--- config.mk ---
export PLATFORM = sky130hd
export DESIGN_NAME = twostage_wdog
export DESIGN_NICKNAME = d
export VERILOG_FILES = /design/src/rtl/wdog_pkg.sv /design/src/rtl/wdog_regs.sv /design/src/rtl/wdog_core.sv /design/src/rtl/wdog_rdmux.sv /design/src/rtl/twostage_wdog.sv
export SDC_FILE = /design/constraint.sdc
export NUM_CORES = 1
export LEC_CHECK = 0
export BUFFER_PORTS_ARGS = -buffer_cell sky130_fd_sc_hd__buf_2
export CAP_MARGIN = 30
export CORE_MARGIN = 1
export CORE_UTILIZATION = 45
export DETAILED_ROUTE_END_ITERATION = 7
export GPL_TIMING_DRIVEN = 0
export PLACE_DENSITY = 0.63
export SKIP_LAST_GASP = 1
export SLEW_MARGIN = 20
export SYNTH_ARGS = -nofsm -noshare
export SYNTH_HDL_FRONTEND = slang
export SYNTH_SLANG_ARGS = --single-unit
export TNS_END_PERCENT = 5
--- constraint.sdc ---
create_clock -name pclk -period 2.8 [get_ports pclk]
set_input_delay 0.28 -clock pclk [delete_from_list [all_inputs] [get_ports pclk]]
set_output_delay 0.28 -clock pclk [all_outputs]
set_load 0.02 [all_outputs]
--- src/rtl/wdog_pkg.sv ---
`timescale 1ns/1ps
package wdog_pkg;
   localparam logic [11:0] OFS_LOAD  = 12'h000;
   localparam logic [11:0] OFS_VALUE = 12'h004;
   localparam logic [11:0] OFS_CTRL  = 12'h008;
   localparam logic [11:0] OFS_CLEAR = 12'h00C;
   localparam logic [11:0] OFS_RAW   = 12'h010;
   localparam logic [11:0] OFS_MASK  = 12'h014;
   localparam logic [11:0] OFS_LOCK  = 12'hC00;

   typedef struct packed {
      logic rst_en;
      logic run_en;
   } wd_ctrl_t;
endpackage

--- src/rtl/wdog_regs.sv ---
`timescale 1ns/1ps
module wdog_regs
   import wdog_pkg::*;
#(
   parameter int unsigned DATA_W       = 32,
   parameter int unsigned ADDR_W       = 12,
   parameter logic [DATA_W-1:0] UNLOCK_KEY = 32'h1ACCE551,
   parameter bit          START_LOCKED = 1'b0
) (
   input  logic              clk,
   input  logic              rst_n,
   input  logic              psel,
   input  logic              penable,
   input  logic              pwrite,
   input  logic [ADDR_W-1:0] paddr,
   input  logic [DATA_W-1:0] pwdata,
   output wd_ctrl_t          ctrl_q,
   output logic [DATA_W-1:0] load_q,
   output logic [DATA_W-1:0] load_next,
   output logic              load_wr,
   output logic              clr_wr,
   output logic              run_rise,
   output logic              locked_q
);
   localparam logic [DATA_W-1:0] LOAD_MIN = DATA_W'(1);

   logic wr_acc, open_acc, ctrl_wr, lock_wr;

   assign wr_acc   = psel && penable && pwrite;
   assign lock_wr  = wr_acc && (paddr == ADDR_W'(OFS_LOCK));
   assign open_acc = wr_acc && !locked_q;
   assign load_wr  = open_acc && (paddr == ADDR_W'(OFS_LOAD));
   assign ctrl_wr  = open_acc && (paddr == ADDR_W'(OFS_CTRL));
   assign clr_wr   = open_acc && (paddr == ADDR_W'(OFS_CLEAR));
   assign run_rise = ctrl_wr && pwdata[0] && !ctrl_q.run_en;
   assign load_next = (pwdata == '0) ? LOAD_MIN : pwdata;

   // lock state: reset value picked by variant
   generate
      if (START_LOCKED) begin : g_lock_closed
         always_ff @(posedge clk or negedge rst_n) begin
            if (!rst_n)       locked_q <= 1'b1;
            else if (lock_wr) locked_q <= (pwdata != UNLOCK_KEY);
         end
      end else begin : g_lock_open
         always_ff @(posedge clk or negedge rst_n) begin
            if (!rst_n)       locked_q <= 1'b0;
            else if (lock_wr) locked_q <= (pwdata != UNLOCK_KEY);
         end
      end
   endgenerate

   always_ff @(posedge clk or negedge rst_n) begin
      if (!rst_n) begin
         ctrl_q <= '0;
         load_q <= '1;
      end else begin
         if (ctrl_wr) ctrl_q <= wd_ctrl_t'(pwdata[1:0]);
         if (load_wr) load_q <= load_next;
      end
   end

   p_locked_hold_r3: assert property (@(posedge clk) disable iff (!rst_n)
      (wr_acc && locked_q && paddr != ADDR_W'(OFS_LOCK)) |=> ($stable(ctrl_q) && $stable(load_q)));
   p_key_unlocks_r2: assert property (@(posedge clk) disable iff (!rst_n)
      (lock_wr && pwdata == UNLOCK_KEY) |=> !locked_q);
   p_other_locks_r2: assert property (@(posedge clk) disable iff (!rst_n)
      (lock_wr && pwdata != UNLOCK_KEY) |=> locked_q);
   p_load_nonzero_r4: assert property (@(posedge clk) disable iff (!rst_n)
      load_q != '0);
endmodule

--- src/rtl/wdog_core.sv ---
`timescale 1ns/1ps
module wdog_core #(
   parameter int unsigned DATA_W = 32
) (
   input  logic              clk,
   input  logic              rst_n,
   input  logic              run_en,
   input  logic              rst_en,
   input  logic [DATA_W-1:0] load_q,
   input  logic [DATA_W-1:0] load_next,
   input  logic              load_wr,
   input  logic              clr_wr,
   input  logic              run_rise,
   output logic [DATA_W-1:0] count_q,
   output logic              pend_q,
   output logic              rst_q
);
   logic at_zero, expire;

   assign at_zero = (count_q == '0);
   // bus writes take priority over the counting step
   assign expire  = run_en && at_zero && !load_wr && !clr_wr && !run_rise;

   always_ff @(posedge clk or negedge rst_n) begin
      if (!rst_n) begin
         count_q <= '1;
      end else if (load_wr) begin
         count_q <= load_next;
      end else if (clr_wr || run_rise) begin
         count_q <= load_q;
      end else if (run_en) begin
         count_q <= at_zero ? load_q : (count_q - 1'b1);
      end
   end

   always_ff @(posedge clk or negedge rst_n) begin
      if (!rst_n) begin
         pend_q <= 1'b0;
         rst_q  <= 1'b0;
      end else begin
         if (clr_wr)      pend_q <= 1'b0;
         else if (expire) pend_q <= 1'b1;
         if (expire && pend_q && rst_en) rst_q <= 1'b1;
      end
   end

   p_expire_pends_r6: assert property (@(posedge clk) disable iff (!rst_n)
      (run_en && at_zero && !load_wr && !clr_wr && !run_rise) |=> (pend_q && count_q == $past(load_q)));
   p_hold_when_off_r7: assert property (@(posedge clk) disable iff (!rst_n)
      (!run_en && !load_wr && !clr_wr && !run_rise) |=> $stable(count_q));
   p_clear_drops_r8: assert property (@(posedge clk) disable iff (!rst_n)
      clr_wr |=> !pend_q);
   p_rst_after_pend_r9: assert property (@(posedge clk) disable iff (!rst_n)
      $rose(rst_q) |-> ($past(pend_q) && $past(rst_en)));
   p_rst_sticky_r10: assert property (@(posedge clk) disable iff (!rst_n)
      rst_q |=> rst_q);
endmodule

--- src/rtl/wdog_rdmux.sv ---
`timescale 1ns/1ps
module wdog_rdmux
   import wdog_pkg::*;
#(
   parameter int unsigned DATA_W = 32,
   parameter int unsigned ADDR_W = 12
) (
   input  logic              psel,
   input  logic [ADDR_W-1:0] paddr,
   input  wd_ctrl_t          ctrl_q,
   input  logic [DATA_W-1:0] load_q,
   input  logic [DATA_W-1:0] count_q,
   input  logic              pend_q,
   input  logic              locked_q,
   output logic [DATA_W-1:0] prdata
);
   localparam int unsigned PAD_W = DATA_W - 2;

   always_comb begin
      prdata = '0;
      if (psel) begin
         unique case (paddr)
            ADDR_W'(OFS_LOAD):  prdata = load_q;
            ADDR_W'(OFS_VALUE): prdata = count_q;
            ADDR_W'(OFS_CTRL):  prdata = {{PAD_W{1'b0}}, ctrl_q.rst_en, ctrl_q.run_en};
            ADDR_W'(OFS_RAW):   prdata = {{PAD_W{1'b0}}, 1'b0, pend_q};
            ADDR_W'(OFS_MASK):  prdata = {{PAD_W{1'b0}}, 1'b0, pend_q & ctrl_q.run_en};
            ADDR_W'(OFS_LOCK):  prdata = {{PAD_W{1'b0}}, 1'b0, locked_q};
            default:            prdata = '0;
         endcase
      end
   end
endmodule

--- src/rtl/twostage_wdog.sv ---
`timescale 1ns/1ps
module twostage_wdog
   import wdog_pkg::*;
#(
   parameter int unsigned DATA_W       = 32,
   parameter int unsigned ADDR_W       = 12,
   parameter logic [DATA_W-1:0] UNLOCK_KEY = 32'h1ACCE551,
   parameter bit          START_LOCKED = 1'b0
) (
   input  logic              pclk,
   input  logic              presetn,
   input  logic              psel,
   input  logic              penable,
   input  logic              pwrite,
   input  logic [ADDR_W-1:0] paddr,
   input  logic [DATA_W-1:0] pwdata,
   output logic [DATA_W-1:0] prdata,
   output logic              irq_o,
   output logic              rst_o
);
   initial begin
      assert (DATA_W >= 2 && DATA_W <= 64) else $error("DATA_W out of range");
      assert (ADDR_W >= 12) else $error("ADDR_W must reach the lock offset");
   end

   wd_ctrl_t          ctrl_q;
   logic [DATA_W-1:0] load_q, load_next, count_q;
   logic              load_wr, clr_wr, run_rise, locked_q, pend_q, rst_q;

   wdog_regs #(
      .DATA_W(DATA_W), .ADDR_W(ADDR_W),
      .UNLOCK_KEY(UNLOCK_KEY), .START_LOCKED(START_LOCKED)
   ) u_regs (
      .clk(pclk), .rst_n(presetn),
      .psel(psel), .penable(penable), .pwrite(pwrite),
      .paddr(paddr), .pwdata(pwdata),
      .ctrl_q(ctrl_q), .load_q(load_q), .load_next(load_next),
      .load_wr(load_wr), .clr_wr(clr_wr), .run_rise(run_rise),
      .locked_q(locked_q)
   );

   wdog_core #(.DATA_W(DATA_W)) u_core (
      .clk(pclk), .rst_n(presetn),
      .run_en(ctrl_q.run_en), .rst_en(ctrl_q.rst_en),
      .load_q(load_q), .load_next(load_next),
      .load_wr(load_wr), .clr_wr(clr_wr), .run_rise(run_rise),
      .count_q(count_q), .pend_q(pend_q), .rst_q(rst_q)
   );

   wdog_rdmux #(.DATA_W(DATA_W), .ADDR_W(ADDR_W)) u_rd (
      .psel(psel), .paddr(paddr), .ctrl_q(ctrl_q),
      .load_q(load_q), .count_q(count_q), .pend_q(pend_q),
      .locked_q(locked_q), .prdata(prdata)
   );

   assign irq_o = pend_q & ctrl_q.run_en;
   assign rst_o = rst_q;

   p_irq_follows_pend_r7: assert property (@(posedge pclk) disable iff (!presetn)
      $fell(ctrl_q.run_en) |-> !irq_o);
endmodule

Word level (Yosys, flattened, before mapping)
Cells that the tools add are included.

Add/sub/neg operators: 1. Equal/unequal tests: 7. Multiplexer cells: 9. Bitwise gates (word level): 1. Reductions and logical operators: 26.

Operators by type and width (count): two-way mux 32 bit (6); one-hot mux 32 bit (6 select lines) (1); zero test 32 bit (2); != test 32 x 29 -> 1 bit (second input constant) (1); subtractor 32 x 1 -> 32 bit (second input constant) (1); equality test 12 x 4 -> 1 bit (second input constant) (2); equality test 12 x 5 -> 1 bit (second input constant) (2); logical AND 1 bit (15); equality test 12 bit (second input constant) (1); equality test 12 x 3 -> 1 bit (second input constant) (1); zero test 12 bit (1); zero test 1 bit (5); nonzero test 3 bit (1); two-way mux 1 bit (2); nonzero test 2 bit (1); AND 1 bit (1); logical OR 1 bit (1).

Bits in registers: 69. Input port bits: 49. Output and inout port bits: 34. Logic and storage cells: 51.

Longest topological paths before layout
Gate-level depths: netlist of run 1.

Depth in word-level cells: 10. Gate-level depth with buffers: 9.

By module
A second synthesis of run 1 with hierarchy kept.

Cell total of the unflattened synthesis: 551. Area, all modules: 4949.7 um^2.

Modules (own cells, without submodules): wdog_core (instances 1, cells each 320, area each 2615.0 um^2, sequential area each 890.9 um^2); wdog_regs (instances 1, cells each 142, area each 1736.7 um^2, sequential area each 915.9 um^2); wdog_rdmux (instances 1, cells each 88, area each 591.8 um^2, sequential area each 0.0 um^2); twostage_wdog (instances 1, cells each 1, area each 6.3 um^2, sequential area each 0.0 um^2).

Worst setup path after synthesis of run 1
Ideal clock, no wire load.

Path type: in2out. From: input paddr[1]. To: output prdata[2]. Arrival: 2.044 ns. Data required time: 2.520 ns. Path slack: 0.476 ns. Cell stages on the path: 6. Buffers on the path: 2. Cell sequence: or4_1 > buf_2 > nor4_2 > clkbuf_1 > a22oi_1 > nor2_1.

Longest elaborated chain between the ends: 3.

RTL lines: start, declared (RTL line twostage_wdog.sv:15) `input logic [ADDR_W-1:0] paddr,`; equality test 12 bit (tied with other cells) (RTL line wdog_rdmux.sv:22) `unique case (paddr)`; one-hot mux 32 bit (6 select lines) * (RTL line wdog_rdmux.sv:22); two-way mux 32 bit * (RTL line wdog_rdmux.sv:21) `if (psel) begin`; end, declared (RTL line twostage_wdog.sv:17) `output logic [DATA_W-1:0] prdata,`.

Mark *: on every way between the ends. The rest lies on a longest branch, timed or not.

Final worst setup path of run 1
From: register, netlist name u_regs.ctrl_q[0]. To: register u_core.count_q[11].

Longest elaborated chain between the ends: 5.

RTL lines: zero test 1 bit (RTL line wdog_regs.sv:35) `assign run_rise = ctrl_wr && pwdata[0] && !ctrl_q.run_en;`; logical AND 1 bit (RTL line wdog_regs.sv:35); logical OR 1 bit (RTL line wdog_core.sv:29) `end else if (clr_wr || run_rise) begin`; two-way mux 32 bit (RTL line wdog_core.sv:29); two-way mux 32 bit (RTL line wdog_core.sv:27) `end else if (load_wr) begin`; end signal, assigned (RTL line wdog_core.sv:28) `count_q <= load_next;`; end signal, assigned (RTL line wdog_core.sv:30) `count_q <= load_q;`; end signal, assigned (RTL line wdog_core.sv:32) `count_q <= at_zero ? load_q : (count_q - 1'b1);`; end, declared (RTL line wdog_core.sv:14) `output logic [DATA_W-1:0] count_q,`.

Several ways; a longest one is shown, not always the timed one. A chain may end at the register's enable or synchronous reset.

==> results.py, run 1 <==
metrics = {
    "final_layout": {
        "final_common_cell": "nand2_1",
        "fillers": 981,
        "layout.nets": 712,
        "syn_to_final_growth_pct": 18.6,
        "final_util_pct": 55.8,
        "antennaDiodeCount": 0,
        "drive_above_1_share_pct": 31.5,
        "final_cell_mix": "nand2_1 (125), buf_2 (86), dfstp_2 (64)",
    },
    "worst_setup_path": {
        "critPathArrivalTime_ns": 3.05,
        "criticalPathCategory": "flip-flop to flip-flop",
        "reg2reg_to": "u_core.count_q[11]",
        "r2r_slack_ns": 0.03,
        "required_ns": 3.08,
        "r2r_cells": 7,
        "cp-end-kind": "flip-flop",
        "critPathMaxFanout": 10,
        "r2r-start": "u_regs.ctrl_q[0]",
        "start_kind": "flip-flop",
    },
    "die": {
        "die_x_microns": 104,
        "die-area_sq_um": 10800,
        "die_y_microns": 104,
        "core_area_sq_um": 9950,
        "initial_core_util_pct": 47.1,
        "rows": 36,
        "num_io_pins": 83,
    },
    "synth": {
        "ys_ff_latch": 69,
        "ys.flop_type": "dfstp_2",
        "synth.top_cell.area_share_pct": 35.9,
        "ys_seq_area_share_pct": 38.6,
        "synth.net_count": 616,
        "netlist.top_cell.by_area": "dfstp_2",
        "async_flop_share_pct": 100,
        "syn_inst": 565,
        "synth.area.top_cells": "dfstp_2 (36%), nand2_1 (10%), a22oi_1 (6.4%), nor2_1 (4.9%), nor4_1 (3.1%)",
        "synth_area_sq_um": 4690,
        "synth_cell_types": 66,
        "synth-edff-count": 0,
        "synth.avg_cell_area_sq_um": 8.29,
        "synth_warnings": 0,
    },
    "global_route": {
        "grt_pass1_wl_microns": 26400,
        "gr-total-overflow": 0,
        "antenna_found_initial": 0,
        "grt_use_total_pct": 31.9,
        "grt_max_degree": 53,
        "grt_pass1_vias": 4834,
    },
    "worst_hold_path": {
        "hold_class": "input port to flip-flop",
        "min_to": "u_regs.load_q[2]",
        "min_path_cells": 3,
        "min_from": "pwdata[2]",
    },
    "sta": {
        "fin_skew_ns": 0.0121,
        "max-slew-margin-rel_pct": 34.9,
        "worst_pin_slew_ns": 0.967,
        "rsz0062_at_grt": "true",
        "period_share_pct": 98.8,
        "setup_viol": 0,
        "drv_slew": 0,
        "hold_viol": 0,
        "fin_crit_ns": 2.77,
        "fmax_ghz": 0.362,
    },
    "cts": {
        "cts_made_buffers": 9,
        "cts-root-buf": "clkbuf_8",
        "clock_latency_ns": 0.36,
        "clk_path_buf_depth": 2,
        "path_clk_slew_ns": 0.07,
        "cts_tree": "built",
        "clock_sinks": 69,
        "h-tree-depth": 3,
    },
    "route": {
        "via_count": 5004,
        "wl_per_cell_microns": 21.0,
        "drt_iter0_drc": 497,
        "via_per_inst": 6.28,
        "dr.pass1.iters": 5,
        "drtAntennaViolNets": 0,
        "drc": 0,
        "routed_wl_microns": 16700,
    },
    "placed_design": {
        "gp_congestion": 0.932,
        "hpwl_microns": 12000,
        "portBuffers": 80,
    },
    "pwr": {
        "ir_drop_uv": 213,
        "p_total_mw": 2.28,
        "p_leak_nw": 2.24,
        "p_per_area_nw_per_um2": 410,
    },
    "run_status": {
        "status": "finished clean",
    },
    "flow_run": {
        "drv_cap": 0,
    },
}
[worst max-delay path by stage]
stage	start	cells after the start	endpoint	slack, ns
after CTS	paddr[1]	8	prdata[13]	-0.10
after global routing	paddr[1]	8	prdata[28]	-0.09
after detailed placement	paddr[1]	8	prdata[13]	-0.31
after floorplan	paddr[1]	6	prdata[2]	0.48
final	u_regs.ctrl_q[0]	7	u_core.count_q[11]	0.03
after global placement	paddr[1]	8	prdata[31]	-0.23
[cell families (layout without fill, tap and decap cells)]
logic type,after synthesis,in the layout,share of synthesized area [%]
flops,69,69,38.6
fa+ha+maj,2,2,0.534
compound gates,132,132,20.9
buf+inv,44,143,4.43
mux,11,11,2.48
simple gates,299,299,31.6
xor+xnor,8,8,1.50
[metrics by stage]
stage	area, sq um	cells	hold slack [ns]	worst slack, ns	setup TNS (ns)
6_report	5560	797	0.137	0.0341	0
3_3_place_gp	5250	778	0.449	-0.226	-6.06
5_1_grt	5560	797	0.133	-0.0868	-0.571
4_1_cts	5490	794	0.128	-0.102	-0.978
3_5_place_dp	5280	779	0.179	-0.309	-9.48
2_1_floorplan	4690	565	-0.0156	0.476	0
[worst max-delay path: stages (launching register included)]
cell and delay (ns):
dfrtp_1 0.49, clkinv_1 0.40, a211oi_1 0.44, o41a_1 0.21
buf_6 0.18, clkbuf_1 0.62, a22oi_1 0.20, o211ai_1 0.13
[routing by layer]
metal	vias up	part of all wire (%)	track usage [%]
li1	2292	-	-
met1	2428	44	44.2
met2	248	45	49.0
met3	36	8.2	5.95
met4	0	2.4	12.9
met5	-	0	0
[sequential cells by signal, indices dropped and copies added, names as in the netlist]
name	cells
u_regs.ctrl_q	2
u_core.pend_q	1
u_core.count_q	32
u_regs.locked_q	1
u_regs.load_q	32
u_core.rst_q	1
[cells in the mapped netlist, drive strengths merged, types with 2 or more instances]
| cell type | count |
|---|---|
| nand3 | 21 |
| mux2i | 6 |
| nand3b | 2 |
| buf | 16 |
| dfstp | 64 |
| o31ai | 3 |
| nor2 | 61 |
| ha | 2 |
| nand4 | 12 |
| a31oi | 4 |
| or2 | 2 |
| a221o | 4 |
| inv | 9 |
| nand2b | 4 |
| a211oi | 3 |
| or3 | 5 |
| or4 | 10 |
| a222oi | 3 |
| clkbuf | 18 |
| a21oi | 18 |
| a22o | 3 |
| xor2 | 4 |
| a32oi | 2 |
| nor4 | 32 |
| and4 | 2 |
| a311o | 2 |
| and3 | 3 |
| o2111ai | 2 |
| dfrtp | 5 |
| nand2 | 126 |
| o21ai | 19 |
| a41o | 2 |
| mux2 | 5 |
| o211ai | 15 |
| xnor2 | 4 |
| and2 | 2 |
| a22oi | 40 |
| nor3 | 14 |
[area by class of cell]
class | instances | area (sq um) | area share (%)
multi-input combinational | 452 | 2730 | 49.1
sequential | 69 | 1810 | 32.5
timing repair buffer | 85 | 475 | 8.55
buffer | 34 | 178 | 3.20
tap | 133 | 166 | 2.99
clock buffer | 12 | 155 | 2.79
inverter | 10 | 37.5 | 0.675
clock inverter | 2 | 10.0 | 0.180
[where the power goes]
group          total (mW)  internal, mW  switching, mW  leakage, nW
Combinational       0.356         0.140          0.216         1.43
Sequential           1.17          1.10         0.0727        0.727
Clock               0.749         0.358          0.391       0.0881
[repair_timing]
action	CTS	global route
endpoints found under the setup margin	50	54
hold buffers	1	0
buffers inserted	0	3
gates resized for setup	4	16
hold endpoints to repair	4	0
pin swaps	0	2
(Power assumes the default switching activity.)
==> inputs of run 2 (changes only) <==
--- a/constraint.sdc
+++ b/constraint.sdc
@@ -3,2 +3,2 @@
 set_output_delay 0.28 -clock pclk [all_outputs]
-set_load 0.02 [all_outputs]
+set_load 0.05 [all_outputs]
==> run 2 against run 1 <==
Sequential power about the same. First-iteration DRC count down 7.2%. Global-route usage about the same. Largest power group unchanged. Final cell count is 0.13% higher. Cell area is 0.18% higher. Combinational power is essentially flat. Critical endpoint is now prdata[31]. Total power about the same.
==> results.py, run 2 (synthesized netlist as in run 1, its figures left out) <==
metrics = {
    "final_layout": {
        "layout.nets": 713,
        "final_area_sq_um": 5570,
        "antennaDiodeCount": 0,
        "drive_above_1_share_pct": 31.9,
        "final_common_cell": "nand2_1",
        "largest_registers": "u_core.count_q (32), u_regs.load_q (32), u_regs.ctrl_q (2)",
        "syn_to_final_growth_pct": 18.8,
        "final_cell_mix": "nand2_1 (125), buf_2 (87), dfstp_2 (64)",
    },
    "cts": {
        "clock_sinks": 69,
        "clock_latency_ns": 0.36,
        "cts_tree": "built",
        "h-tree-depth": 3,
        "cts_made_buffers": 9,
        "path_clk_slew_ns": 0.07,
        "cts-root-buf": "clkbuf_8",
        "clk_path_buf_depth": 2,
    },
    "worst_setup_path": {
        "critPathArrivalTime_ns": 2.51,
        "critPathMaxFanout": 10,
        "cp_num_buf_inv": 4,
        "worstPathCellList": "buf_2 -> or4_1 -> buf_2 -> nor4_4 -> clkbuf_2 -> a22oi_1 -> nor2_1 -> buf_2",
        "start_kind": "input port",
        "crit_top_cell": "buf_2",
        "cp_slowest_cell": "or4_1",
        "max_stage_delay_ns": 0.51,
        "cp-end-kind": "output pin",
        "crit_family": "simple AND/OR/NAND/NOR gates",
        "criticalPathCategory": "input port to output pin",
        "required_ns": 2.52,
    },
    "die": {
        "initial_core_util_pct": 47.1,
        "core_area_sq_um": 9950,
        "die_x_microns": 104,
        "die_y_microns": 104,
        "num_io_pins": 83,
        "die-area_sq_um": 10800,
        "rows": 36,
    },
    "sta": {
        "fin_skew_ns": 0.0157,
        "fin_crit_ns": 2.79,
        "fmax_ghz": 0.358,
        "rsz0062_at_grt": "true",
        "drv_slew": 0,
        "setup-tns-final_ns": 0,
        "max-slew-margin-rel_pct": 33.5,
        "setup_viol": 0,
        "hold_viol": 0,
        "worst_pin_slew_ns": 0.988,
        "period_share_pct": 99.8,
    },
    "route": {
        "drt_iter0_drc": 461,
        "via_per_inst": 6.26,
        "drtAntennaViolNets": 0,
        "drc": 0,
        "routed_wl_microns": 16700,
        "dr.pass1.iters": 6,
        "wl_per_cell_microns": 20.9,
        "via_count": 4992,
    },
    "run_status": {
        "status": "finished clean",
    },
    "placed_design": {
        "hpwl_microns": 12000,
        "portBuffers": 80,
        "gp_congestion": 0.932,
        "placed_area_sq_um": 5280,
    },
    "flow_run": {
        "drv_cap": 0,
    },
    "pwr": {
        "p_leak_nw": 2.25,
        "ir_drop_uv": 216,
        "p_per_area_nw_per_um2": 409,
        "p_total_mw": 2.28,
    },
    "global_route": {
        "grt_use_total_pct": 31.9,
        "antenna_found_initial": 0,
        "gr-total-overflow": 0,
        "grt_max_degree": 53,
        "grt_pass1_wl_microns": 26400,
        "grt_pass1_vias": 4839,
    },
    "worst_hold_path": {
        "hold_class": "input port to flip-flop",
    },
}
## run 2: path summary, 6_finish.rpt
check	startpoint	endpoint	slack [ns]	cells after the start
min reg2reg	u_core.rst_q	u_core.rst_q	0.47	1
max reg2reg	u_regs.ctrl_q[0]	u_core.count_q[11]	0.03	7
min in group asynchronous	presetn	u_regs.ctrl_q[0]	0.35	2
max in group asynchronous	presetn	u_regs.load_q[28]	1.86	3
min	pwdata[31]	u_regs.load_q[31]	0.14	3
max	paddr[1]	prdata[31]	0.007	8
## run 2: layout make-up
type	instances	area, sq um
Clock inverter	2	10.0
Inverter	10	37.5
Fill cell	978	4390
Timing Repair Buffer	86	483
Multi-Input combinational cell	452	2730
Buffer	34	180
Tap cell	133	166
Sequential cell	69	1810
Clock buffer	12	155
## run 2: routing by layer
layer	track usage [%]	wire length [microns]
met1	44.1	7370
met2	49.0	7510
met3	5.95	1430
met4	12.9	391
met5	0	0
## run 2: repair_timing
item	4_1_cts	5_1_grt
setup endpoints to repair	50	55
pin swaps	0	2
hold endpoints to repair	4	0
hold buffers	1	0
setup buffers	0	4
gates resized for setup	7	14
## run 2: per-stage QoR
stage / util, % / worst slack [ns] / hold WS, ns / std cells
2_1_floorplan: - / 0.112 / -0.0156 / 565
3_3_place_gp: 52.8 / -0.325 / 0.449 / 778
3_5_place_dp: 53.1 / -0.408 / 0.179 / 779
4_1_cts: 55.2 / -0.108 / 0.128 / 794
5_1_grt: 55.9 / -0.0597 / 0.133 / 798
6_report: 55.9 / 0.00689 / 0.137 / 798
## run 2: power by group
| group | switching, mW | total (mW) | internal, mW | leakage (nW) |
|---|---|---|---|---|
| Sequential | 0.0739 | 1.17 | 1.10 | 0.727 |
| Clock | 0.390 | 0.748 | 0.358 | 0.0881 |
| Combinational | 0.215 | 0.355 | 0.140 | 1.44 |
## run 2: tightest hold or removal path: stages
cell     delay [ns]
buf_2          0.12
nand2_1        0.05
nand2_1        0.04
==> inputs of run 3 (changes only) <==
PLACE_DENSITY = 0.66   (was 0.63)
SYNTH_HIERARCHICAL = 1   (was default)
==> run 3 against run 2 <==
The run now ends with setup timing left. Sequential power is 15% lower. Area after synthesis increased by 5.6%. Register-to-register slack lost 0.10 ns. Via count is 3.3% lower. Sequential share of layout area down 1.7 points. Non-clock buffer count up 31. Critical path type is now flip-flop to flip-flop. Largest power group unchanged.
==> results.py, run 3 <==
metrics = {
    "synth": {
        "synth.area.top_cells": "dfstp_2 (34%), mux2i_1 (6.9%), mux2_2 (5.9%), nor2_1 (5.0%), clkbuf_1 (3.9%)",
        "ys.flop_type": "dfstp_2",
        "ys_ff_latch": 69,
        "ys_seq_area_share_pct": 36.5,
        "syn_inst": 551,
        "yosysMostFrequentCell": "nor2_1",
        "synth.top_cell.area_share_pct": 34.0,
        "netlist.top_cell.by_area": "dfstp_2",
        "synth_common_cells": "nor2_1 (66), dfstp_2 (64), clkbuf_1 (51)",
        "synth-xor-area-share_pct": 3.01,
        "synth.net_count": 602,
        "async_flop_share_pct": 100,
        "synth_warnings": 6,
        "synth.avg_cell_area_sq_um": 8.98,
        "synthAdderAreaFrac_pct": 0.506,
        "synth-edff-count": 0,
        "synth_cell_types": 59,
        "synth_area_sq_um": 4950,
        "synth_top_family_by_area": "simple AND/OR/NAND/NOR gates",
        "synth-compound-area-share_pct": 13.2,
        "yosys.area_share.simple_pct": 24.2,
        "synth.mux.area_fraction_pct": 15.5,
    },
    "pwr": {
        "p_per_area_nw_per_um2": 341,
        "ir_drop_uv": 173,
        "p_leak_nw": 2.52,
    },
    "cts": {
        "cts_tree": "built",
        "path_clk_slew_ns": 0.07,
        "h-tree-depth": 3,
        "clock_sinks": 69,
        "clock_latency_ns": 0.37,
        "cts_made_buffers": 9,
        "clk_path_buf_depth": 2,
        "cts-root-buf": "clkbuf_8",
    },
    "global_route": {
        "gr-total-overflow": 0,
        "grt_use_total_pct": 29.5,
        "grt_max_degree": 49,
        "antenna_found_initial": 0,
        "grt_pass1_vias": 4746,
        "grt_pass1_wl_microns": 25300,
    },
    "worst_setup_path": {
        "r2r-start": "u_regs/locked_q",
        "reg2reg_to": "u_core/count_q[21]",
        "critPathArrivalTime_ns": 3.17,
        "start_kind": "flip-flop",
        "criticalPathCategory": "flip-flop to flip-flop",
        "required_ns": 3.10,
        "r2r_cells": 10,
        "r2r_slack_ns": -0.07,
        "critPathMaxFanout": 3,
        "cp-end-kind": "flip-flop",
    },
    "run_status": {
        "status": "complete, but fails checks",
        "violations": "setup timing",
    },
    "worst_hold_path": {
        "min_to": "u_regs/load_q[11]",
        "min_from": "pwdata[11]",
        "min_path_cells": 2,
        "hold_class": "input port to flip-flop",
    },
    "placed_design": {
        "hpwl_microns": 11700,
        "portBuffers": 82,
        "preCtsSetupSlack_ns": -0.941,
        "gp_congestion": 0.929,
    },
    "final_layout": {
        "syn_to_final_growth_pct": 18.8,
        "antennaDiodeCount": 0,
        "layout.nets": 699,
        "largest_registers": "u_core/count_q (32), u_regs/load_q (32), u_regs/ctrl_q (2)",
        "fillers": 981,
        "drive_above_1_share_pct": 37.1,
        "final_cell_mix": "buf_2 (85), nor2_1 (65), dfstp_2 (64)",
        "final_common_cell": "buf_2",
    },
    "die": {
        "die_y_microns": 107,
        "rows": 37,
        "core_area_sq_um": 10500,
        "initial_core_util_pct": 47.1,
        "die-area_sq_um": 11400,
        "die_x_microns": 107,
        "num_io_pins": 83,
    },
    "sta": {
        "setup_viol": 4,
        "period_share_pct": 103,
        "fin_skew_ns": 0.00696,
        "fin_crit_ns": 2.87,
        "timing.final.ws_setup_ns": -0.0740,
        "max-slew-margin-rel_pct": 45.9,
        "hold_viol": 0,
        "setup-tns-final_ns": -0.119,
        "worst_pin_slew_ns": 0.812,
        "rsz0062_at_grt": "true",
        "drv_slew": 0,
        "fmax_ghz": 0.348,
    },
    "route": {
        "routed_wl_microns": 16400,
        "dr.pass1.iters": 5,
        "drtAntennaViolNets": 0,
        "drc": 0,
        "via_per_inst": 6.12,
        "via_count": 4825,
        "drt_iter0_drc": 412,
        "wl_per_cell_microns": 20.8,
    },
    "flow_run": {
        "drv_cap": 0,
    },
}
[run 3: cell types whose count changed in the layout (fill, tap and decap cells not counted), moves of 8 or more]
| cell | change |
|---|---|
| a22oi_1 | -28 |
| clkbuf_1 | +30 |
| mux2_2 | +21 |
| mux2_4 | +9 |
| mux2i_1 | +28 |
| nand2_1 | -102 |
| nand3_1 | +8 |
| nor3_1 | +20 |
| o211ai_1 | -11 |
| o22ai_1 | +9 |
[run 3: worst max-delay path by stage]
stage,from,endpoint,slack [ns],cells after the start
after floorplan,paddr[5],u_core/count_q[21],0.0008,11
after global placement,paddr[4],u_core/count_q[15],-0.96,12
after detailed placement,paddr[4],u_core/count_q[4],-0.94,12
after CTS,u_regs/locked_q,u_core/count_q[2],-0.06,8
after global routing,u_regs/locked_q,u_core/count_q[21],-0.15,10
final,u_regs/locked_q,u_core/count_q[21],-0.07,10
[run 3: cell type report]
type / instances / area [sq um] / share of cell area [%]
Timing Repair Buffer: 88 / 493 / 8.38
Inverter: 11 / 41.3 / 0.702
Sequential cell: 69 / 1810 / 30.7
Tap cell: 136 / 170 / 2.89
Multi-Input combinational cell: 406 / 2860 / 48.6
Clock inverter: 1 / 30.0 / 0.511
Clock buffer: 14 / 163 / 2.77
Buffer: 63 / 319 / 5.43
[run 3: layer usage]
metal  vias to the layer above  share of wire [%]  GRT usage (%)
met5                         -                  0              0
met4                         0                3.0           13.5
met3                        43                7.9           4.86
met2                       223                 47           47.6
met1                      2351                 42           38.5
li1                       2208                  -              -
[run 3: critical path, cell delays in order (launching register included)]
cell and delay [ns]:
dfrtp_1 0.40, or3_4 0.42, nor4_4 0.41, nand2_2 0.13, nor4_4 0.19, or2_4 0.21, nor2_1 0.09, or3_1 0.36
o211ai_1 0.18, a32oi_1 0.09, a311o_1 0.33
[run 3: power by group]
group	switching (mW)	internal, mW	total (mW)
Clock	0.395	0.457	0.853
Sequential	0.000352	1.00	1.00
Combinational	0.0928	0.0584	0.151
Total	0.489	1.52	2.01
[run 3: per-stage QoR]
| stage | std cells | hold slack [ns] | util, % | area (sq um) | power (mW) |
|---|---|---|---|---|---|
| global route | 788 | 0.178 | 56.0 | 5880 | 2.08 |
| finish | 788 | 0.181 | 56.0 | 5880 | 2.01 |
| floorplan | 551 | -0.0156 | - | 4950 | 1.07 |
| global placement | 769 | 0.465 | 52.6 | 5530 | 1.16 |
| CTS | 784 | 0.173 | 55.3 | 5810 | 2.02 |
| detailed placement | 770 | 0.206 | 52.9 | 5560 | 1.16 |
[run 3: timing repair]
action	4_1_cts	5_1_grt
hold endpoints to repair	3	0
gates resized for setup	17	11
hold buffers	1	0
setup endpoints to repair	32	32
buffers inserted	0	4
pin swaps	0	2
[run 3: kinds of logic (layout without fill, tap and decap cells)]
kind of cell,count (synthesis),after routing
flip-flops,69,69
buffers and inverters,76,177
AO/OA/AOI/OAI,95,95
AND/OR/NAND/NOR,223,223
multiplexers,69,69
adder cells (fa/ha/maj),2,2
XOR/XNOR,17,17
